--- src/rtl/spi_autowidth_slave.sv ---
module spi_autowidth_slave #(
  parameter int AW = 16,
  parameter int DW = 16,
  parameter int OPW = 8,
  parameter logic [OPW-1:0] OP_WR = 8'h02,
  parameter logic [OPW-1:0] OP_RD = 8'h03
) (
  input  logic          clk,
  input  logic          rst_n,
  input  logic          sclk_i,
  input  logic          csn_i,
  input  logic          mosi_i,
  output logic          mosi_o,
  output logic          mosi_oe,
  input  logic          miso_i,
  output logic          miso_o,
  output logic          miso_oe,
  output logic [AW-1:0] bus_addr,
  output logic [DW-1:0] bus_wdata,
  output logic          bus_we,
  output logic          bus_re,
  input  logic [DW-1:0] bus_rdata
);
  localparam int SW = (AW > DW) ? AW : DW;
  localparam int CW = $clog2(SW) + 1;

  typedef enum logic [2:0] {PH_OP, PH_ADDR, PH_WDATA, PH_RDATA, PH_SKIP} ph_t;

  logic [1:0] sclk_m, csn_m, mosi_m, miso_m;
  logic       sclk_d;

  always_ff @(posedge clk or negedge rst_n) begin
    if (!rst_n) begin
      sclk_m <= 2'b00;
      csn_m  <= 2'b11;
      mosi_m <= 2'b00;
      miso_m <= 2'b11;
      sclk_d <= 1'b0;
    end else begin
      sclk_m <= {sclk_m[0], sclk_i};
      csn_m  <= {csn_m[0], csn_i};
      mosi_m <= {mosi_m[0], mosi_i};
      miso_m <= {miso_m[0], miso_i};
      sclk_d <= sclk_m[1];
    end
  end

  wire sclk_s = sclk_m[1];
  wire mosi_s = mosi_m[1];
  wire miso_s = miso_m[1];
  wire active = ~csn_m[1];
  wire rise   = sclk_s & ~sclk_d;
  wire fall   = ~sclk_s & sclk_d;

  ph_t           ph;
  logic [CW-1:0] bcnt;
  logic [SW-1:0] rx_sh;
  logic [DW-1:0] tx_sh, wdata_q;
  logic [AW-1:0] addr_q;
  logic          dual_q, det0_q, is_rd_q, drv_q;
  logic          we_q, re_q, ld_q, miso_q, mosi_q;

  wire [SW-1:0] rx_next  = dual_q ? {rx_sh[SW-3:0], miso_s, mosi_s} : {rx_sh[SW-2:0], mosi_s};
  wire [CW-1:0] cnt_next = bcnt + (dual_q ? CW'(2) : CW'(1));
  wire [CW-1:0] flen     = (ph == PH_OP) ? CW'(OPW) : (ph == PH_ADDR) ? CW'(AW) : CW'(DW);
  wire switch_now = !dual_q && (ph == PH_OP) && (bcnt == CW'(1)) && det0_q && !miso_s;

  always_ff @(posedge clk or negedge rst_n) begin
    if (!rst_n) begin
      ph      <= PH_OP;
      bcnt    <= '0;
      rx_sh   <= '0;
      tx_sh   <= '0;
      wdata_q <= '0;
      addr_q  <= '0;
      dual_q  <= 1'b0;
      det0_q  <= 1'b0;
      is_rd_q <= 1'b0;
      drv_q   <= 1'b0;
      we_q    <= 1'b0;
      re_q    <= 1'b0;
      ld_q    <= 1'b0;
      miso_q  <= 1'b1;
      mosi_q  <= 1'b0;
    end else begin
      we_q <= 1'b0;
      re_q <= 1'b0;
      ld_q <= re_q;
      if (we_q || re_q) addr_q <= addr_q + AW'(1);
      if (ld_q) tx_sh <= bus_rdata;

      if (!active) begin
        ph     <= PH_OP;
        bcnt   <= '0;
        det0_q <= 1'b0;
        drv_q  <= 1'b0;
      end else begin
        if (rise) begin
          case (ph)
            PH_SKIP: ;
            PH_RDATA: begin
              if (cnt_next == CW'(DW)) begin
                bcnt <= '0;
                re_q <= 1'b1;
              end else begin
                bcnt <= cnt_next;
              end
            end
            default: begin
              if (ph == PH_OP && bcnt == '0) det0_q <= ~miso_s;
              if (switch_now) begin
                dual_q <= 1'b1;
                rx_sh  <= {{(SW-4){1'b0}}, 1'b0, rx_sh[0], 1'b0, mosi_s};
                bcnt   <= CW'(4);
              end else begin
                rx_sh <= rx_next;
                if (cnt_next == flen) begin
                  bcnt <= '0;
                  case (ph)
                    PH_OP: begin
                      if (rx_next[OPW-1:0] == OP_WR) begin
                        ph <= PH_ADDR;
                        is_rd_q <= 1'b0;
                      end else if (rx_next[OPW-1:0] == OP_RD) begin
                        ph <= PH_ADDR;
                        is_rd_q <= 1'b1;
                      end else begin
                        ph <= PH_SKIP;
                      end
                    end
                    PH_ADDR: begin
                      addr_q <= rx_next[AW-1:0];
                      ph     <= is_rd_q ? PH_RDATA : PH_WDATA;
                      re_q   <= is_rd_q;
                    end
                    PH_WDATA: begin
                      we_q    <= 1'b1;
                      wdata_q <= rx_next[DW-1:0];
                    end
                    default: ;
                  endcase
                end else begin
                  bcnt <= cnt_next;
                end
              end
            end
          endcase
        end
        if (fall && ph == PH_RDATA) begin
          miso_q <= tx_sh[DW-1];
          mosi_q <= tx_sh[DW-2];
          drv_q  <= 1'b1;
          tx_sh  <= dual_q ? (tx_sh << 2) : (tx_sh << 1);
        end
      end
    end
  end

  assign bus_addr  = addr_q;
  assign bus_wdata = wdata_q;
  assign bus_we    = we_q;
  assign bus_re    = re_q;
  assign miso_o    = miso_q;
  assign mosi_o    = mosi_q;
  assign miso_oe   = drv_q & ~csn_i;
  assign mosi_oe   = drv_q & dual_q & ~csn_i;

  p_dual_sticky_r3: assert property (@(posedge clk) disable iff (!rst_n)
    $past(dual_q) |-> dual_q);

  p_switch_window_r2: assert property (@(posedge clk) disable iff (!rst_n)
    $rose(dual_q) |-> ($past(ph) == PH_OP && $past(bcnt) == CW'(1)));

  p_no_drive_cmd_r10: assert property (@(posedge clk) disable iff (!rst_n)
    (ph == PH_OP || ph == PH_ADDR) |-> (!miso_oe && !mosi_oe));

  p_mosi_dual_only_r7: assert property (@(posedge clk) disable iff (!rst_n)
    mosi_oe |-> dual_q);

  p_skip_quiet_r5: assert property (@(posedge clk) disable iff (!rst_n)
    (ph == PH_SKIP) |-> (!bus_we && !bus_re));

  p_we_single_r8: assert property (@(posedge clk) disable iff (!rst_n)
    bus_we |=> !bus_we);

  p_addr_step_r8: assert property (@(posedge clk) disable iff (!rst_n)
    bus_we |=> (bus_addr == $past(bus_addr) + AW'(1)));

  p_re_single_r9: assert property (@(posedge clk) disable iff (!rst_n)
    bus_re |=> !bus_re);
endmodule

--- config.mk ---
export PLATFORM = sky130hd
export DESIGN_NAME = spi_autowidth_slave
export DESIGN_NICKNAME = d
export VERILOG_FILES = /design/src/rtl/spi_autowidth_slave.sv
export SDC_FILE = /design/constraint.sdc
export NUM_CORES = 1
export LEC_CHECK = 0
export BUFFER_PORTS_ARGS = -buffer_cell sky130_fd_sc_hd__buf_2
export CORE_MARGIN = 1.5
export CORE_UTILIZATION = 34
export CTS_BUF_LIST = sky130_fd_sc_hd__clkbuf_16
export CTS_CLUSTER_SIZE = 24
export DETAILED_ROUTE_END_ITERATION = 6
export GPL_ROUTABILITY_DRIVEN = 1
export SETUP_SLACK_MARGIN = 0.05
export SLEW_MARGIN = 20
export SYNTH_ARGS = -nofsm -noshare
export SYNTH_HDL_FRONTEND = slang
export SYNTH_SLANG_ARGS = --single-unit
--- constraint.sdc ---
create_clock -name clk -period 2.8 [get_ports clk]
set_input_delay 0.56 -clock clk [delete_from_list [all_inputs] [get_ports clk]]
set_output_delay 0.56 -clock clk [all_outputs]
set_load 0.01 [all_outputs]
---- Word level (Yosys, flattened, before mapping) ----
Cells that the tools add are included.
word-level totals
  output and inout bits ................... 38
  input port bits ......................... 22
  register bits after elaboration ......... 89
  logic and storage cells ................. 123
cells by class
  equal/unequal tests ..................... 12
  reduce and logical (&&, ||, !) cells .... 26
  add/subtract/negate cells ............... 2
  bitwise operators ....................... 12
  multiplexer cells ....................... 51
operators with widths
  cell                                                                    count
  16-bit 2-to-1 mux                                                       12
  5-bit 2-to-1 mux                                                        6
  1-bit 2-to-1 mux                                                        21
  3-bit 2-to-1 mux                                                        7
  16-bit by 1-bit adder with 16-bit output (second input constant)        1
  8-bit by 2-bit equality test with 1-bit output (second input constant)  2
  15-bit 2-to-1 mux                                                       1
  5-bit one-hot mux with 2 select lines                                   1
  2-bit nonzero test                                                      5
  1-bit inverter                                                          7
  7-bit AND reduction                                                     1
  3-bit by 2-bit equality test with 1-bit output (second input constant)  2
  1-bit logical AND                                                       6
  3-bit one-hot mux with 2 select lines                                   1
  3-bit AND reduction                                                     2
  6-bit AND reduction                                                     1
  5-bit by 2-bit adder with 5-bit output                                  1
  1-bit bitwise AND                                                       5
  5-bit by 1-bit equality test with 1-bit output (second input constant)  1
  5-bit equality test                                                     1
  5-bit equality test (second input constant)                             1
  5-bit logical NOT                                                       1
  5-bit AND reduction                                                     1
  2-bit != test (second input constant)                                   2
  other kinds (12)                                                        14

---- Logic depth before layout (Yosys ltp) ----
Gate-level depths: netlist of the first run.
  depth in word-level cells ............... 10
  gate-level depth with buffers ........... 10
  depth with buffers taken out ............ 8

---- Worst setup path before layout of the first run ----
No wires, ideal clock.
  path type ............................... register to register
  start point ............................. reg dual_q
  end point ............................... reg wdata_q[10] (netlist: bus_wdata[10])
  data required time ...................... 2,720 ps
  arrival ................................. 2,353 ps
  cell stages (with the launch flop) ...... 11
  path buffers ............................ 2
  path slack .............................. 367 ps
  library setup time ...................... 80 ps
  period minus slack after synthesis ...... 2,433 ps
  cells stage by stage .................... dfrtp_1 inv_1 ha_1 fa_1 xnor2_1 nand2_1 nor4_1 and3_1 buf_2 buf_4 mux2i_1
on the way
  cells in the longest elaborated chain, start to end .. 7
  elaborated cells between the ends (all ways) .. 11
  those cells by class .................... add/sub (1); eq/ne (1); mux (2); bitwise (1); reduce/logical (6)
ends and longest elaborated chain
  element                                                                         RTL line  text
  start: declaration                                                              60        logic dual_q, det0_q, is_rd_q, drv_q;
  start signal: assignment                                                        76        dual_q <= 1'b0;
  start signal: assignment                                                        112       dual_q <= 1'b1;
  branches (longest 7 deep; another with 5-bit by 2-bit adder with 5-bit output)  --
  end signal: assignment                                                          138       wdata_q <= rx_next[DW-1:0];
  end: declaration                                                                58        logic [DW-1:0] tx_sh, wdata_q;
Several ways; the timed one is not identified.
A chain may end at the register's enable or synchronous reset.

---- Worst setup path in the final report of the first run ----
  start point ............................. reg dual_q
  end point ............................... reg addr_q[11] (netlist: bus_addr[11])
on the way
  cells in the longest elaborated chain, start to end .. 9
  elaborated cells between the ends (all ways) .. 15
  those cells by class .................... add/sub (1); eq/ne (1); mux (8); reduce/logical (5)
ends and longest elaborated chain
  element                                                                         RTL line  text
  branches (longest 5 deep; another with 5-bit by 2-bit adder with 5-bit output)  --
  16-bit 2-to-1 mux *                                                             111       if (switch_now) begin
  16-bit 2-to-1 mux *                                                             99        case (ph)
  16-bit 2-to-1 mux *                                                             98        if (rise) begin
  16-bit 2-to-1 mux *                                                             92        if (!active) begin
  end signal: assignment                                                          89        if (we_q || re_q) addr_q <= addr_q + AW'(1);
  end signal: assignment                                                          132       addr_q <= rx_next[AW-1:0];
  end: declaration                                                                59        logic [AW-1:0] addr_q;
Every way passes the cells marked *.

==> flow_summary.yaml, run 1 <==
detailed_routing:
  route.detailed.drc: 0
  wl_per_cell_um: 14.2
  drt_wl_total_um: 8890
  vias_per_cell: 4.90
  antenna_left: 0
  first_pass_iters: 4
  vias: 3062
  drt_iter0_markers: 166
power_and_ir_drop:
  p_leak_nw: 2.18
  cellPowerDensity_nw_per_um2: 534
  peakVddDrop_mv: 0.304
  power_mw: 2.72
cts:
  cts.sink_count: 89
  clock_latency_ns: 0.34
  cts_setup_buffers: 0
  cts_max_path_buffers: 2
  cts-root-buf: "clkbuf_16"
  clk_pin_slew_worst_paths_ns: 0.06
  numCtsBuffers: 9
  holdBufCountCts: 0
  cts_tree: "done"
  ctsResizeCount: 0
  htree_levels: 3
timing:
  fin_crit_ns: 2.55
  finalClockSkew_ns: 0.00821
  slew_viol_final: 0
  rsz0062_at_grt: "false"
  finalHoldViolCount: 0
  setup_viol_count_final: 0
  fmax_mhz: 392
  fin_crit_sh_pct: 91.2
  timing.slew.headroom_pct: 42.4
  fin_setup_tns_ns: 0
  tightest_slew_ns: 0.864
worst_setup_path:
  critical_path_class: "flop to flop"
  start_kind: "flop"
  critPathCaptureType: "flop"
  r2r_start: "dual_q$_DFFE_PN0P_"
  cp_data_required_time_ns: 3.06
  cp-startpoint: "dual_q$_DFFE_PN0P_"
  crit_fanout: 15
  cp.arrival_ns: 2.82
floorplanning:
  io_pins: 60
  start_util_pct: 35.3
  die_y_um: 115
  core-area_um2: 12200
  dieWidth_um: 115
  fp.dieArea_um2: 13300
  rows: 40
cells_and_area:
  area_growth_pct: 18.7
  nets: 478
  postLayoutCoreUtil_pct: 41.9
  drive_gt1_share_pct: 22.5
  fill_cells: 1215
  antennaDiodeCount: 0
yosys:
  yosys_most_used_dff: "dfrtp_1"
  ys_ff_latch: 89
  synth.top_cell.area_share_pct: 49.0
  synth_cells: 389
  postSynthAreaPerCell_um2: 11.0
  synthesis.nets: 415
  ys_async_sr_fraction_pct: 100
  netlist_area_um2: 4290
  seq_area_frac_synth_pct: 52.1
  synth.distinct_cells: 50
  ys_warn_count: 0
  synthTopCellsByArea: "dfrtp_1 (49%), mux2i_1 (15%), dfstp_2 (3.1%)"
  synth_commonest_cells: "dfrtp_1 (84), mux2i_1 (64), nand2_1 (33)"
  synth_edf_count: 0
  synth_top_area_cell: "dfrtp_1"
  yosysMostFrequentCell: "dfrtp_1"
grt:
  grt_pass1_wl_um: 15300
  antenna_found_initial: 0
  gr-total-overflow: 0
  track_usage_pct: 14.7
  grt_start_max_net_pins: 47
  grt_pass1_vias: 3091
run:
  max-cap-violations: 0
placement:
  dp_hpwl_um: 6430
  port_buffers: 59
  gp_congestion: 0.867
outcome:
  outcome: "completed"
hold_path:
  hold_class: "primary input to async pin"
-- registers in the layout, indices dropped and copies added, names as in the netlist, 2 cells and up --
| name | flops |
|---|---|
| sclk_m | 2 |
| miso_m | 2 |
| bus_wdata | 16 |
| rx_sh | 15 |
| csn_m | 2 |
| tx_sh | 16 |
| ph | 3 |
| bcnt | 5 |
| bus_addr | 16 |
| mosi_m | 2 |
-- area by class of cell --
cell class | instances | area, µm² | area share [%]
multi-input combinational | 260 | 1880 | 37.0
inverter | 22 | 82.6 | 1.62
timing repair buffer | 70 | 400 | 7.86
clock buffer | 9 | 225 | 4.42
clock inverter | 7 | 56.3 | 1.11
sequential | 89 | 2230 | 43.9
tap | 168 | 210 | 4.13
-- critical path, cell delays in order (launching register included) --
cell	delay [ns]
dfrtp_2	0.46
inv_1	0.09
ha_1	0.21
fa_2	0.26
nand3_1	0.10
xnor2_1	0.35
and4_4	0.31
and4_2	0.27
buf_8	0.20
mux2i_1	0.21
-- cell usage in the layout, fill, tap and decap left out, drive strengths merged, types with 3 or more instances in the layout --
cell | Yosys | routed
nand3 | 8 | 8
xnor2 | 9 | 9
a22o | 3 | 3
dfrtp | 84 | 84
nor2 | 13 | 13
a21oi | 21 | 21
ha | 3 | 3
and3 | 3 | 3
nor4 | 5 | 5
xor2 | 8 | 8
inv | 22 | 25
clkbuf | 7 | 9
nor2b | 18 | 18
o21ai | 17 | 17
buf | 11 | 70
mux2 | 4 | 4
mux2i | 64 | 64
nand4 | 4 | 4
nor3 | 5 | 5
nand2 | 33 | 33
dfstp | 5 | 5
a211oi | 15 | 15
-- report_power, final --
part           switching [mW]  internal [mW]
clock network           0.479          0.676
registers              0.0409           1.33
logic                   0.122         0.0748
total                   0.642           2.08
-- metrics by stage --
| stage | hold WS [ns] | instances | instance area (µm²) | setup WS (ns) |
|---|---|---|---|---|
| after global routing | 0.268 | 625 | 5090 | 0.0736 |
| after CTS | 0.248 | 625 | 5080 | 0.105 |
| after global placement | 0.334 | 609 | 4800 | 0.241 |
| after detailed placement | 0.335 | 609 | 4800 | 0.144 |
| after floorplan | 0.264 | 389 | 4290 | 0.367 |
| final | 0.223 | 625 | 5090 | 0.246 |
-- kinds of logic after synthesis --
| group | synth area share [%] |
|---|---|
| xor+xnor | 3.47 |
| fa+ha+maj | 1.34 |
| simple gates | 12.6 |
| mux | 16.0 |
| buf+inv | 4.20 |
| flops | 52.1 |
| compound gates | 10.3 |
-- metal layers --
metal  vias up  part of all wire (%)  track usage [%]
met4         0                  0.63             3.21
met3         6                   4.9             5.01
met5         -                     0                0
met2        63                    45             22.4
li1       1493                     -                -
met1      1500                    50             20.3
-- worst paths after layout --
kind | end | slack [ns] | cells past startpoint
max | bus_addr[11]$_DFF_PN0_ | 0.25 | 9
min | bus_wdata[8]$_DFFE_PN0P_ | 0.22 | 1
max reg2reg | bus_addr[11]$_DFF_PN0_ | 0.25 | 9
min reg2reg | mosi_m[1]$_DFF_PN0_ | 0.35 | 0
max in group asynchronous | miso_o$_DFFE_PN1P_ | 1.88 | 2
min in group clk | miso_m[0]$_DFF_PN1_ | 0.32 | 1
Power figures use the tool's default switching activity.
==> run 2: changes to the inputs <==
--- a/config.mk
+++ b/config.mk
@@ -12,6 +12,7 @@
 export CTS_CLUSTER_SIZE = 24
 export DETAILED_ROUTE_END_ITERATION = 6
 export GPL_ROUTABILITY_DRIVEN = 1
+export REMOVE_ABC_BUFFERS = 1
 export SETUP_SLACK_MARGIN = 0.05
 export SLEW_MARGIN = 20
 export SYNTH_ARGS = -nofsm -noshare
==> constraint.sdc (replaced) <==
create_clock -name clk -period 3.06 [get_ports clk]
set_input_delay 0.612 -clock clk [delete_from_list [all_inputs] [get_ports clk]]
set_output_delay 0.612 -clock clk [all_outputs]
set_load 0.01 [all_outputs]
==> run 2 against run 1 <==
  * Combinational power fell by 9%
  * Hold slack improved by 0.026 ns
  * Die area unchanged
  * Maximum frequency shrank 9.0%
  * Sequential power fell by 8%
  * Clock skew fell by 0.00086 ns
  * Setup slack better by 0.0061 ns
  * Power decreased by 7.0%
  * Critical path depth unchanged
  * Highest routed layer unchanged
  * Largest power group unchanged
  * Clock power is 4% lower
  * Sequential share of layout area grew 0.31 points
  * Flip-flop and latch count is the same
  * Critical path type unchanged
==> flow_summary.yaml, run 2 (synthesis gave the netlist of run 1 again) <==
outcome:
  outcome: "completed"
detailed_routing:
  drt_iter0_markers: 205
  wl_per_cell_um: 14.9
  vias: 3054
  vias_per_cell: 4.91
  route.detailed.drc: 0
  first_pass_iters: 4
  drt_wl_total_um: 9280
  antenna_left: 0
cts:
  clock_latency_ns: 0.33
  cts_max_path_buffers: 2
  numCtsBuffers: 9
  htree_levels: 3
  cts_tree: "done"
  ctsResizeCount: 0
  cts.sink_count: 89
  cts-root-buf: "clkbuf_16"
  clk_pin_slew_worst_paths_ns: 0.07
  cts_setup_buffers: 0
  holdBufCountCts: 0
floorplanning:
  core-area_um2: 12200
  dieWidth_um: 115
  die_y_um: 115
  io_pins: 60
  rows: 40
  start_util_pct: 35.3
  fp.dieArea_um2: 13300
run:
  max-cap-violations: 0
timing:
  setup_viol_count_final: 0
  timing.slew.headroom_pct: 41.6
  fin_crit_ns: 2.81
  finalClockSkew_ns: 0.00735
  fmax_mhz: 356
  finalHoldViolCount: 0
  tightest_slew_ns: 0.875
  rsz0062_at_grt: "false"
  slew_viol_final: 0
  fin_crit_sh_pct: 91.8
cells_and_area:
  nets: 475
  most-common-layout-cells: "dfrtp_1 (83), mux2i_1 (64), buf_2 (58), nand2_1 (33), inv_1 (23)"
  layout_commonest_cell: "dfrtp_1"
  final_cell_area_um2: 5060
  antennaDiodeCount: 0
  drive_gt1_share_pct: 21.8
  area_growth_pct: 17.9
  fill_cells: 1169
power_and_ir_drop:
  switchingPower_mw: 0.617
  pwr-share-seq_pct: 49.6
  cellPowerDensity_nw_per_um2: 500
  peakVddDrop_mv: 0.266
  pwr-share-comb_pct: 7.1
  power_mw: 2.53
  swShare_pct: 24.4
  p_leak_nw: 2.16
  power_frac_clock_pct: 43.3
  p_int_mw: 1.91
grt:
  gr-total-overflow: 0
  track_usage_pct: 14.7
  antenna_found_initial: 0
  grt_pass1_wl_um: 15300
  grt_start_max_net_pins: 42
  grt_pass1_vias: 3018
worst_setup_path:
  r2r_cells: 9
  critical_path_class: "flop to flop"
  cp_slowest_cell: "dfrtp_2"
  critPathMostFrequentCell: "and4_1"
  cp.arrival_ns: 3.06
  max_stage_delay_ns: 0.45
  start_kind: "flop"
  cp_data_required_time_ns: 3.31
  crit_fanout: 15
  worstPathCellList: "inv_1, ha_1, fa_1, nand3_1, xnor2_1, and4_1, and4_1, buf_4, mux2i_1"
  critPathCaptureType: "flop"
hold_path:
  hold_class: "primary input to async pin"
placement:
  gp_congestion: 0.933
  port_buffers: 59
  dp_hpwl_um: 6600
  place_area_um2: 4760
==> run 2: per-stage QoR <==
| stage | utilization [%] | hold WS [ns] | worst slack (ns) | std cells | TNS [ns] |
|---|---|---|---|---|---|
| after global routing | 41.6 | 0.289 | 0.0910 | 622 | 0 |
| after detailed placement | 39.2 | 0.335 | 0.289 | 606 | 0 |
| after global placement | 39.2 | 0.333 | 0.396 | 606 | 0 |
| final | 41.6 | 0.249 | 0.252 | 622 | 0 |
| after CTS | 41.6 | 0.276 | 0.247 | 622 | 0 |
| after floorplan | - | 0.316 | -0.927 | 371 | -25.06 |
==> run 2: routing by layer <==
metal	up-vias	global-route usage, %	part of all wire [%]
met1	1496	21.3	51
met5	-	0	0
li1	1486	-	-
met3	5	3.80	4.4
met2	67	22.1	44
met4	0	3.13	0.66
==> run 2: critical path: cells and delay by family, from the launching register on <==
kind                       cells  cell delay (ns)
and+or+nand+nor                3             0.72
adders and majority gates      2             0.67
DFF                            1             0.45
buffers and inverters          2             0.42
muxes                          1             0.24
xor gates and xnor gates       1             0.21
==> run 2: area by class of cell <==
| type | count | area [µm²] | area share [%] |
|---|---|---|---|
| multi-input cells | 260 | 1880 | 37.1 |
| inverters | 22 | 82.6 | 1.63 |
| clock buffers | 9 | 225 | 4.45 |
| clock inverters | 7 | 70.1 | 1.39 |
| well taps | 168 | 210 | 4.16 |
| repair buffers | 67 | 358 | 7.08 |
| flip-flops and latches | 89 | 2230 | 44.2 |
==> run 2: final timing paths <==
path | endpoint | startpoint | slack (ns)
worst max-delay path | bus_addr[10]$_DFF_PN0_ | dual_q$_DFFE_PN0P_ | 0.25
min in group clk | sclk_m[1]$_DFF_PN0_ | sclk_m[0]$_DFF_PN0_ | 0.35
worst max register to register | bus_addr[10]$_DFF_PN0_ | dual_q$_DFFE_PN0P_ | 0.25
worst min-delay path | bus_addr[10]$_DFF_PN0_ | rst_n | 0.25
worst min register to register | sclk_m[1]$_DFF_PN0_ | sclk_m[0]$_DFF_PN0_ | 0.35
max in group asynchronous | csn_m[0]$_DFF_PN1_ | rst_n | 2.08
==> run 2: power groups by stage <==
| stage | clock network (mW) | logic [mW] | registers (mW) |
|---|---|---|---|
| after floorplan | 0 | 0.0961 | 1.27 |
| after global placement | 0 | 0.179 | 1.28 |
| after detailed placement | 0 | 0.183 | 1.28 |
| after CTS | 1.13 | 0.183 | 1.26 |
| after global routing | 1.17 | 0.207 | 1.26 |
| final | 1.10 | 0.179 | 1.26 |
